`config.mk`:
```
export PLATFORM = sky130hd
export DESIGN_NAME = pit_channel
export DESIGN_NICKNAME = d
export VERILOG_FILES = /design/src/rtl/pit_pkg.sv /design/src/rtl/pit_bus_decode.sv /design/src/rtl/pit_down_counter.sv /design/src/rtl/pit_read_port.sv /design/src/rtl/pit_channel.sv
export SDC_FILE = /design/constraint.sdc
export NUM_CORES = 1
export LEC_CHECK = 0
export BUFFER_PORTS_ARGS = -buffer_cell sky130_fd_sc_hd__buf_2
export CORE_MARGIN = 4
export CORE_UTILIZATION = 34
export DETAILED_ROUTE_END_ITERATION = 7
export MAX_ROUTING_LAYER = met4
export PLACE_DENSITY_LB_ADDON = 0.25
export SYNTH_ARGS = -nofsm -noshare
export SYNTH_HDL_FRONTEND = slang
export SYNTH_HIERARCHICAL = 1
export SYNTH_SLANG_ARGS = --single-unit
```
`constraint.sdc`:
```
create_clock -name clk -period 2.7 [get_ports clk]
set_input_delay 0.135 -clock clk [delete_from_list [all_inputs] [get_ports clk]]
set_output_delay 0.135 -clock clk [all_outputs]
set_load 0.05 [all_outputs]
```
`src/rtl/pit_pkg.sv`:
```
// Package: shared widths, access codes, control byte layout and the
// decrement helpers used by the interval timer channel.
// Assumes a 16-bit count carried over an 8-bit bus in two bytes.
package pit_pkg;

    localparam int BYTE_W  = 8;
    localparam int CNT_W   = 2 * BYTE_W;
    localparam int DIGIT_W = 4;
    localparam int DIGITS  = CNT_W / DIGIT_W;

    // Access code in control bits [5:4]
    typedef enum logic [1:0] {
        ACC_LATCH = 2'b00,
        ACC_LSB   = 2'b01,
        ACC_MSB   = 2'b10,
        ACC_WORD  = 2'b11
    } access_e;

    // Control byte, MSB first: index, access, mode, format
    typedef struct packed {
        logic [1:0] sc;
        access_e    acc;
        logic [2:0] mode;
        logic       bcd;
    } ctrl_word_t;

    // Decimal decrement with borrow across nibbles; all zero wraps to all nines
    function automatic logic [CNT_W-1:0] bcd_decrement(input logic [CNT_W-1:0] v);
        logic [CNT_W-1:0] r;
        logic             borrow;
        r      = v;
        borrow = 1'b1;
        for (int d = 0; d < DIGITS; d++) begin
            if (borrow) begin
                if (v[d*DIGIT_W +: DIGIT_W] == '0) begin
                    r[d*DIGIT_W +: DIGIT_W] = DIGIT_W'(9);
                end else begin
                    r[d*DIGIT_W +: DIGIT_W] = v[d*DIGIT_W +: DIGIT_W] - 1'b1;
                    borrow = 1'b0;
                end
            end
        end
        return r;
    endfunction

    // Binary decrement, wrapping 0 to all ones
    function automatic logic [CNT_W-1:0] bin_decrement(input logic [CNT_W-1:0] v);
        return v - 1'b1;
    endfunction

endpackage

```
`src/rtl/pit_bus_decode.sv`:
```
// Bus decode and write sequencing for one channel.
// Decodes control bytes addressed to this channel, keeps the access code,
// format and mode, and assembles the 16-bit initial count from byte writes.
// Assumes one-cycle strobes and a synchronous bus.
module pit_bus_decode
    import pit_pkg::*;
#(
    parameter int CHAN_ID   = 1,
    parameter int CTRL_ADDR = 3,
    parameter int ADDR_W    = 2
) (
    input  logic              clk,
    input  logic              rst_n,
    input  logic              bus_sel,
    input  logic [ADDR_W-1:0] bus_addr,
    input  logic              bus_wr,
    input  logic              bus_rd,
    input  logic [BYTE_W-1:0] bus_wdata,
    output access_e           acc_q,
    output logic              bcd_q,
    output logic              mode_zero,
    output logic              ctrl_wr,
    output logic              latch_cmd,
    output logic              data_rd,
    output logic              init_done,
    output logic [CNT_W-1:0]  init_val
);

    localparam logic [1:0]        SC_CODE   = CHAN_ID[1:0];
    localparam logic [ADDR_W-1:0] DATA_PORT = ADDR_W'(CHAN_ID);
    localparam logic [ADDR_W-1:0] CTRL_PORT = ADDR_W'(CTRL_ADDR);

    ctrl_word_t        cw;
    logic              ctrl_hit;
    logic              data_wr;
    logic              wptr_q;
    logic [BYTE_W-1:0] lsb_hold_q;
    logic [2:0]        mode_q;

    // Strobe decode for the control port and this channel's data port
    always_comb begin
        cw        = ctrl_word_t'(bus_wdata);
        ctrl_hit  = bus_sel && bus_wr && (bus_addr == CTRL_PORT) && (cw.sc == SC_CODE);
        latch_cmd = ctrl_hit && (cw.acc == ACC_LATCH);
        ctrl_wr   = ctrl_hit && (cw.acc != ACC_LATCH);
        data_wr   = bus_sel && bus_wr && (bus_addr == DATA_PORT);
        data_rd   = bus_sel && bus_rd && (bus_addr == DATA_PORT);
        mode_zero = (mode_q == 3'd0);
    end

    // Completion of a count and the value it carries
    always_comb begin
        init_done = data_wr && ((acc_q != ACC_WORD) || wptr_q);
        case (acc_q)
            ACC_LSB: init_val = {{BYTE_W{1'b0}}, bus_wdata};
            ACC_MSB: init_val = {bus_wdata, {BYTE_W{1'b0}}};
            default: init_val = {bus_wdata, lsb_hold_q};
        endcase
    end

    // Configuration registers and LSB/MSB write pointer
    always_ff @(posedge clk) begin
        if (!rst_n) begin
            acc_q      <= ACC_WORD;
            bcd_q      <= 1'b0;
            mode_q     <= 3'd0;
            wptr_q     <= 1'b0;
            lsb_hold_q <= '0;
        end else if (ctrl_wr) begin
            acc_q  <= cw.acc;
            bcd_q  <= cw.bcd;
            mode_q <= cw.mode;
            wptr_q <= 1'b0;
        end else if (data_wr && (acc_q == ACC_WORD)) begin
            if (!wptr_q) begin
                lsb_hold_q <= bus_wdata;
                wptr_q     <= 1'b1;
            end else begin
                wptr_q <= 1'b0;
            end
        end
    end

    // a control write always leaves the write pointer at the LSB
    assert_wptr_clear_R3: assert property (@(posedge clk) disable iff (!rst_n)
        ctrl_wr |=> !wptr_q);

    // a first word-mode byte never completes a count
    assert_word_needs_two_R4: assert property (@(posedge clk) disable iff (!rst_n)
        (data_wr && acc_q == ACC_WORD && !wptr_q && !ctrl_wr) |=> wptr_q);

endmodule

```
`src/rtl/pit_down_counter.sv`:
```
// Down counter and terminal-count output for one channel.
// Holds a completed count until the next enabled counting edge, then loads
// it and decrements in binary or BCD on each later enabled edge.
// Assumes control writes and count completions never coincide with each other.
module pit_down_counter
    import pit_pkg::*;
(
    input  logic             clk,
    input  logic             rst_n,
    input  logic             cnt_en,
    input  logic             bcd_mode,
    input  logic             mode_zero,
    input  logic             ctrl_wr,
    input  logic             init_done,
    input  logic [CNT_W-1:0] init_val,
    output logic [CNT_W-1:0] count_q,
    output logic             out_q
);

    logic [CNT_W-1:0] init_q;
    logic [CNT_W-1:0] next_count;
    logic             load_pend_q;
    logic             running_q;
    logic             at_one;

    // Next value of a running count in the selected format
    always_comb begin
        next_count = bcd_mode ? bcd_decrement(count_q) : bin_decrement(count_q);
        at_one     = (count_q == CNT_W'(1));
    end

    // Load, decrement and terminal-count output
    always_ff @(posedge clk) begin
        if (!rst_n) begin
            count_q     <= '0;
            init_q      <= '0;
            load_pend_q <= 1'b0;
            running_q   <= 1'b0;
            out_q       <= 1'b0;
        end else if (ctrl_wr) begin
            load_pend_q <= 1'b0;
            running_q   <= 1'b0;
            out_q       <= 1'b0;
        end else if (init_done) begin
            init_q      <= init_val;
            load_pend_q <= 1'b1;
            out_q       <= 1'b0;
        end else if (cnt_en) begin
            if (load_pend_q) begin
                count_q     <= init_q;
                load_pend_q <= 1'b0;
                running_q   <= 1'b1;
            end else if (running_q) begin
                count_q <= next_count;
                if (at_one && mode_zero) begin
                    out_q <= 1'b1;
                end
            end
        end
    end

    // once high, the output holds until a new count or control write
    assert_out_hold_R6: assert property (@(posedge clk) disable iff (!rst_n)
        (out_q && !ctrl_wr && !init_done) |=> out_q);

    // the output rises only together with a zero count
    assert_out_at_zero_R6: assert property (@(posedge clk) disable iff (!rst_n)
        $rose(out_q) |-> (count_q == '0));

    // a load never raises the output
    assert_load_quiet_R7: assert property (@(posedge clk) disable iff (!rst_n)
        (cnt_en && load_pend_q && !ctrl_wr && !init_done && !out_q) |=> !out_q);

    // only mode 0 lets the output rise
    assert_mode_gate_R11: assert property (@(posedge clk) disable iff (!rst_n)
        $rose(out_q) |-> $past(mode_zero));

endmodule

```
`src/rtl/pit_read_port.sv`:
```
// Read path for one channel: latch holding register and byte read sequencing.
// Returns the held latch when one is pending, otherwise the live count.
// Assumes latch commands and data reads arrive in different cycles.
module pit_read_port
    import pit_pkg::*;
(
    input  logic              clk,
    input  logic              rst_n,
    input  access_e           acc,
    input  logic              ctrl_wr,
    input  logic              latch_cmd,
    input  logic              data_rd,
    input  logic [CNT_W-1:0]  count_in,
    output logic [BYTE_W-1:0] rdata
);

    logic [CNT_W-1:0] latch_q;
    logic             latched_q;
    logic             rptr_q;
    logic             hi_sel;
    logic             last_byte;
    logic [CNT_W-1:0] src;

    // Byte selection from the access code and read pointer
    always_comb begin
        hi_sel    = (acc == ACC_MSB) || ((acc == ACC_WORD) && rptr_q);
        last_byte = (acc != ACC_WORD) || rptr_q;
        src       = latched_q ? latch_q : count_in;
        rdata     = hi_sel ? src[CNT_W-1:BYTE_W] : src[BYTE_W-1:0];
    end

    // Latch capture, release and read pointer advance
    always_ff @(posedge clk) begin
        if (!rst_n) begin
            latch_q   <= '0;
            latched_q <= 1'b0;
            rptr_q    <= 1'b0;
        end else if (ctrl_wr) begin
            latched_q <= 1'b0;
            rptr_q    <= 1'b0;
        end else begin
            if (latch_cmd && !latched_q) begin
                latch_q   <= count_in;
                latched_q <= 1'b1;
            end
            if (data_rd) begin
                rptr_q <= (acc == ACC_WORD) ? !rptr_q : 1'b0;
                if (last_byte) begin
                    latched_q <= 1'b0;
                end
            end
        end
    end

    // a held latch stays frozen until its reads finish
    assert_latch_frozen_R9: assert property (@(posedge clk) disable iff (!rst_n)
        (latched_q && !ctrl_wr && !data_rd) |=> (latched_q && $stable(latch_q)));

    // the first word-mode read moves the pointer to the MSB
    assert_rptr_step_R10: assert property (@(posedge clk) disable iff (!rst_n)
        (data_rd && acc == ACC_WORD && !rptr_q && !ctrl_wr) |=> rptr_q);

endmodule

```
`src/rtl/pit_channel.sv`:
```
// Top of one interval timer channel: bus decode, down counter and read port.
// Mode 0 (interrupt on terminal count) only; cnt_en marks counting edges.
// Assumes one bus strobe per cycle and synchronous inputs.
module pit_channel
    import pit_pkg::*;
#(
    parameter int CHAN_ID   = 1,
    parameter int CTRL_ADDR = 3,
    parameter int ADDR_W    = 2
) (
    input  logic              clk,
    input  logic              rst_n,
    input  logic              cnt_en,
    input  logic              bus_sel,
    input  logic [ADDR_W-1:0] bus_addr,
    input  logic              bus_wr,
    input  logic              bus_rd,
    input  logic [7:0]        bus_wdata,
    output logic [7:0]        bus_rdata,
    output logic              timer_out
);

    access_e          acc;
    logic             bcd;
    logic             mode_zero;
    logic             ctrl_wr;
    logic             latch_cmd;
    logic             data_rd;
    logic             init_done;
    logic [CNT_W-1:0] init_val;
    logic [CNT_W-1:0] count;

    pit_bus_decode #(
        .CHAN_ID  (CHAN_ID),
        .CTRL_ADDR(CTRL_ADDR),
        .ADDR_W   (ADDR_W)
    ) u_decode (
        .clk      (clk),
        .rst_n    (rst_n),
        .bus_sel  (bus_sel),
        .bus_addr (bus_addr),
        .bus_wr   (bus_wr),
        .bus_rd   (bus_rd),
        .bus_wdata(bus_wdata),
        .acc_q    (acc),
        .bcd_q    (bcd),
        .mode_zero(mode_zero),
        .ctrl_wr  (ctrl_wr),
        .latch_cmd(latch_cmd),
        .data_rd  (data_rd),
        .init_done(init_done),
        .init_val (init_val)
    );

    pit_down_counter u_counter (
        .clk      (clk),
        .rst_n    (rst_n),
        .cnt_en   (cnt_en),
        .bcd_mode (bcd),
        .mode_zero(mode_zero),
        .ctrl_wr  (ctrl_wr),
        .init_done(init_done),
        .init_val (init_val),
        .count_q  (count),
        .out_q    (timer_out)
    );

    pit_read_port u_read (
        .clk      (clk),
        .rst_n    (rst_n),
        .acc      (acc),
        .ctrl_wr  (ctrl_wr),
        .latch_cmd(latch_cmd),
        .data_rd  (data_rd),
        .count_in (count),
        .rdata    (bus_rdata)
    );

    // one strobe class at a time reaches the channel
    assert_one_cmd_R2: assert property (@(posedge clk) disable iff (!rst_n)
        $onehot0({ctrl_wr, latch_cmd, init_done, data_rd}));

endmodule

```
Word level (Yosys, flattened, before mapping)

Index checks and enable logic that the tools add are counted.

Register bits: 68
Input bits: 16
Output and inout port bits: 9
Logic and storage cells: 100

$add $sub $neg: 5
Equality and inequality tests: 11
Multiplexer cells: 25
Bitwise operators: 5
Reduce and logical (&&, ||, !) cells: 38

Operator list:

| operator                                             | count |
|---|---|
| 2-to-1 mux 16 bit                                    | 4 |
| case mux 16 bit (2 select lines)                     | 1 |
| 2-to-1 mux 4 bit                                     | 7 |
| equality test 16 x 1 -> 1 bit, second input constant | 1 |
| logical NOT 4 bit                                    | 4 |
| subtractor 16 x 1 -> 16 bit, second input constant   | 1 |
| subtractor 4 x 1 -> 4 bit, second input constant     | 4 |
| AND reduction 5 bit                                  | 3 |
| logical AND 1 bit                                    | 13 |
| 2-to-1 mux 1 bit                                     | 12 |
| != test 3 x 1 -> 1 bit, second input constant        | 3 |
| 2-to-1 mux 8 bit                                     | 1 |
| AND reduction 4 bit                                  | 2 |
| equality test 2 x 1 -> 1 bit, second input constant  | 3 |
| equality test 2 bit, second input constant           | 3 |
| AND reduction 3 bit                                  | 2 |
| nonzero test 2 bit                                   | 3 |
| inverter 1 bit                                       | 5 |
| AND reduction 2 bit                                  | 2 |
| logical NOT 3 bit                                    | 1 |
| logical OR 1 bit                                     | 3 |
| OR reduction 3 bit                                   | 1 |
| logical NOT 1 bit                                    | 2 |
| logical NOT 2 bit                                    | 1 |
| 2 further kinds                                      | 2 |

Longest topological paths before layout

Word-level depth: 8
Gate-level depth with buffers: 9
Mapped depth without buffers: 8

Hierarchy

The synthesis kept the hierarchy.

Modules (own cells, without submodules):

| module           | times used | cells each | area each (µm²) | seq. area each (µm²) |
|---|---|---|---|---|
| pit_down_counter | 1          | 246        | 1905.6          | 700.7 |
| pit_read_port    | 1          | 89         | 922.1           | 360.3 |
| pit_bus_decode   | 1          | 121        | 878.3           | 300.3 |

Worst setup path after synthesis

No wires, ideal clock.

Path kind: reg2reg
Start point: reg u_decode.acc_q[0]
End point: reg u_counter.count_q[8]
Setup time: 0.070 ns
Data arrival time: 2.414 ns
Data required time: 2.630 ns
Slack: 0.215 ns
Cell stages (with the launch flop): 10
Buffers on the path: 1
Clock period less this slack: 2.485 ns
Cell sequence: dfxtp_1 ha_1 nor2b_1 clkbuf_1 nor2_1 nor3b_2 o21ai_1 or4_1 a21o_1 a21oi_1

Cells in the longest elaborated chain, start to end: 5

Ends and longest elaborated chain:

| item                          | line                   | RTL |
|---|---|---|
| start, declared               | pit_bus_decode.sv:19   | `output access_e acc_q,` |
| start signal, assigned        | pit_bus_decode.sv:70   | `acc_q <= cw.acc;` |
| != test 2 bit                 | pit_bus_decode.sv:53   | `init_done = data_wr && ((acc_q != ACC_WORD) \|\| wptr_q);` |
| logical OR 1 bit              | pit_bus_decode.sv:53   |  |
| logical AND 1 bit             | pit_bus_decode.sv:53   |  |
| via init_done                 | pit_channel.sv:29      | `logic init_done;` |
| inverter 1 bit (no line)      | -                      |  |
| AND reduction 5 bit (no line) | -                      |  |
| end signal, assigned          | pit_down_counter.sv:50 | `count_q <= init_q;` |
| end signal, assigned          | pit_down_counter.sv:54 | `count_q <= next_count;` |
| end, declared                 | pit_down_counter.sv:16 | `output logic [CNT_W-1:0] count_q,` |

The timed path passes the listed nets, and every way through them passes these cells.
A chain may end at the register's enable or synchronous reset.

Worst setup path in the final report

Start point: reg u_decode.acc_q[0]
End point: reg u_counter.count_q[12]

The elaborated chain is that of the path after synthesis.

==> flow_summary.toml <==
[drt]
routedWlPerCell_um = 16.0
dr.pass1.iters = 5
antenna_left = 0
route.detailed.drc = 0
drtIter0Drc = 275
vias_per_cell = 5.49
num_vias = 3396
drt-total-wl_mm = 9.92

[clock_tree]
cts_tree = "yes"
htreeDepth = 3
ctsResizeCount = 0
cts_root_buf = "clkbuf_8"
cts_setup_buffers = 0
cts_buffers = 9
clk_pin_slew_worst_paths_ps = 70
hold_buffers = 0
clock_latency_ps = 350
cts.sinks = 68
clk_path_buf_depth = 2

[floorplanning]
initial_core_util_pct = 35.4
ios = 25
dieArea_sq_mm = 0.0126
row_count = 37
die_x_um = 112
core-area_sq_mm = 0.0105
die_h_um = 112

[critical_path]
critical_path_class = "flip-flop to flip-flop"
cpMaxStageDelayCell = "dfxtp_1"
crit_fanout = 8
cp.arrival_ps = 2600
crit_chain = "ha_1 > nor2b_1 > nor2_1 > nor3b_2 > o221ai_2 > a21o_1 > a22o_1 > a221o_1"
reg2reg_slack_ps = 350
cp_slowest_stage_delay_ps = 480
start_kind = "flip-flop"
cp_num_buf_inv = 0
endpoint_kind = "flip-flop"
required_ps = 2940
critical_path.top_delay_family = "compound AO/OA/AOI/OAI gates"

[final_layout]
layout_common_cells = "nand2_1, dfxtp_1, a21oi_1"
multi_input_area_sq_mm = 0.00217
antenna_cells = 0
area_delta_synth_final_pct = 12.5
fill_cells = 1105
fin_cells = 619
finalCoreUtilization_pct = 39.9
nNetsFinal = 500
final_common_cell = "nand2_1"
drive_above_1_share_pct = 15.5
regArea_sq_mm = 0.00136

[power_and_ir_drop]
seq_power_share_pct = 50.9
switching_power_mw = 0.463
power.internal_mw = 1.53
p_clk_share_pct = 43.1
switching_share_pct = 23.3
p_leak_nw = 1.49
p_comb_share_pct = 6.0
vdd.ir_drop.worst_v = 0.000273
cellPowerDensity_mw_per_mm2 = 477
total_power_mw = 1.99

[yosys]
synth_top_area_share_pct = 36.7
synth_cells = 456
synth_mux_area_share_pct = 5.23
synth-edff-count = 0
synth_area_leader_cell = "dfxtp_1"
synth_top_family_by_area = "simple AND/OR/NAND/NOR gates"
yosys-top-cells-area = "dfxtp_1, nand2_1, a21oi_1"
async_reset_ff_share_pct = 0
synth_area_sq_mm = 0.00371
syn-num-nets = 478
synth.distinct_cells = 65
synth_xor_area_share_pct = 0
synth.avg_cell_area_sq_um = 8.13
synthSimpleGateAreaFrac_pct = 26.9
synth_fa_ha_area_share_pct = 2.03
ys.flop_type = "dfxtp_1"
synth_compound_area_share_pct = 24.3
ys_seq_area_share_pct = 36.7
synth-seq-cells = 68
yosys_warnings = 6

[sta]
rsz0062_at_grt = "no"
fin_crit_ps = 2350
timing_hold_violations_final = 0
setup_viol = 0
skew_ps = 9.94
fin_crit_sh_pct = 87.1
fin_tns_setup_ps = 0
max_slew_margin_pct = 56.0
slew_viol_final = 0
tightestPinTransition_ps = 651
fmax_mhz = 425

[grt]
grt_max_degree = 21
antenna_found_initial = 0
grt-ovfl-total = 0
grt_pass1_wl_mm = 16.5
grt_pass1_vias = 3201
grt_usage_pct = 16.7

[worst_hold_path]
hp-class = "input pin to flip-flop"

[place]
place_inst = 603
dp_hpwl_mm = 7.34
io_buffers = 24
gp_congestion = 0.822

[status]
status = "finished, final reports clean"

[flow_run]
drv_cap = 0
==> layer usage <==
layer  track usage, %  share of wire [%]  vias up  wire (um)
li1                 -                  -     1690          -
met1             22.3                 49     1619       4820
met2             25.0                 45       69       4440
met3             3.61                4.5       18        443
met4             5.61                2.2        0        219
met5                -                  0        -          0
==> through the flow <==
step | hold slack (ps) | worst slack, ps | instance area, sq um
after floorplan | 218 | 215 | 3710
after CTS | 65.4 | 334 | 4170
after global routing | 74.7 | 152 | 4170
after detailed placement | 443 | 363 | 3970
after global placement | 437 | 434 | 3970
final | 78.2 | 347 | 4170
==> cells in the mapped netlist, drive strengths merged, types with 10 or more instances <==
cell type	instances
nand2	94
dfxtp	68
a21oi	52
o21ai	31
nor2	20
a21boi	17
clkbuf	16
nand3	15
nor2b	14
buf	11
inv	10
nor3	10
==> registers in the layout, summed over array words and instances, names as in the netlist, 2 cells and up <==
signal               cells
u_counter/count_q       16
u_counter/init_q        16
u_decode/acc_q           2
u_decode/lsb_hold_q      8
u_decode/mode_q          3
u_read/latch_q          16
==> path summary, 6_finish.rpt <==
check,start,endpoint,cells after the start
setup / recovery,u_decode/acc_q[0]$_SDFFE_PN1P_,u_counter/count_q[12]$_SDFFE_PN0P_,8
hold / removal,bus_wdata[2],u_decode/lsb_hold_q[2]$_SDFFE_PN0P_,3
setup reg to reg,u_decode/acc_q[0]$_SDFFE_PN1P_,u_counter/count_q[12]$_SDFFE_PN0P_,8
hold reg to reg,u_read/latch_q[7]$_SDFFE_PN0P_,u_read/latch_q[7]$_SDFFE_PN0P_,2
==> power groups by stage <==
stage          Clock (mW)  Combinational (mW)  Sequential [mW]
4_1_cts             0.881               0.120             1.01
5_1_grt             0.921               0.133             1.01
3_5_place_dp            0               0.119             1.04
6_report            0.857               0.120             1.01
3_3_place_gp            0               0.118             1.04
2_1_floorplan           0              0.0735             1.03
==> cell families after synthesis <==
| logic type | after synthesis |
|---|---|
| adders and majority gates | 6 |
| DFF | 68 |
| AOI/OAI and AO/OA | 143 |
| muxes | 9 |
| and+or+nand+nor | 192 |
| buffers and inverters | 38 |
==> worst min-delay path, stage by stage <==
cell	delay, ps
buf_2	130
nand3_1	70
a21oi_1	50
==> layout make-up <==
| class | instances | area share (%) |
|---|---|---|
| clock buffers | 12 | 3.72 |
| clock inverters | 4 | 1.14 |
| inverters | 11 | 0.990 |
| multi-input cells | 350 | 52.0 |
| flip-flops and latches | 68 | 32.6 |
| well taps | 136 | 4.08 |
| repair buffers | 38 | 5.40 |
No activity file was read; power rests on OpenSTA's default activity.
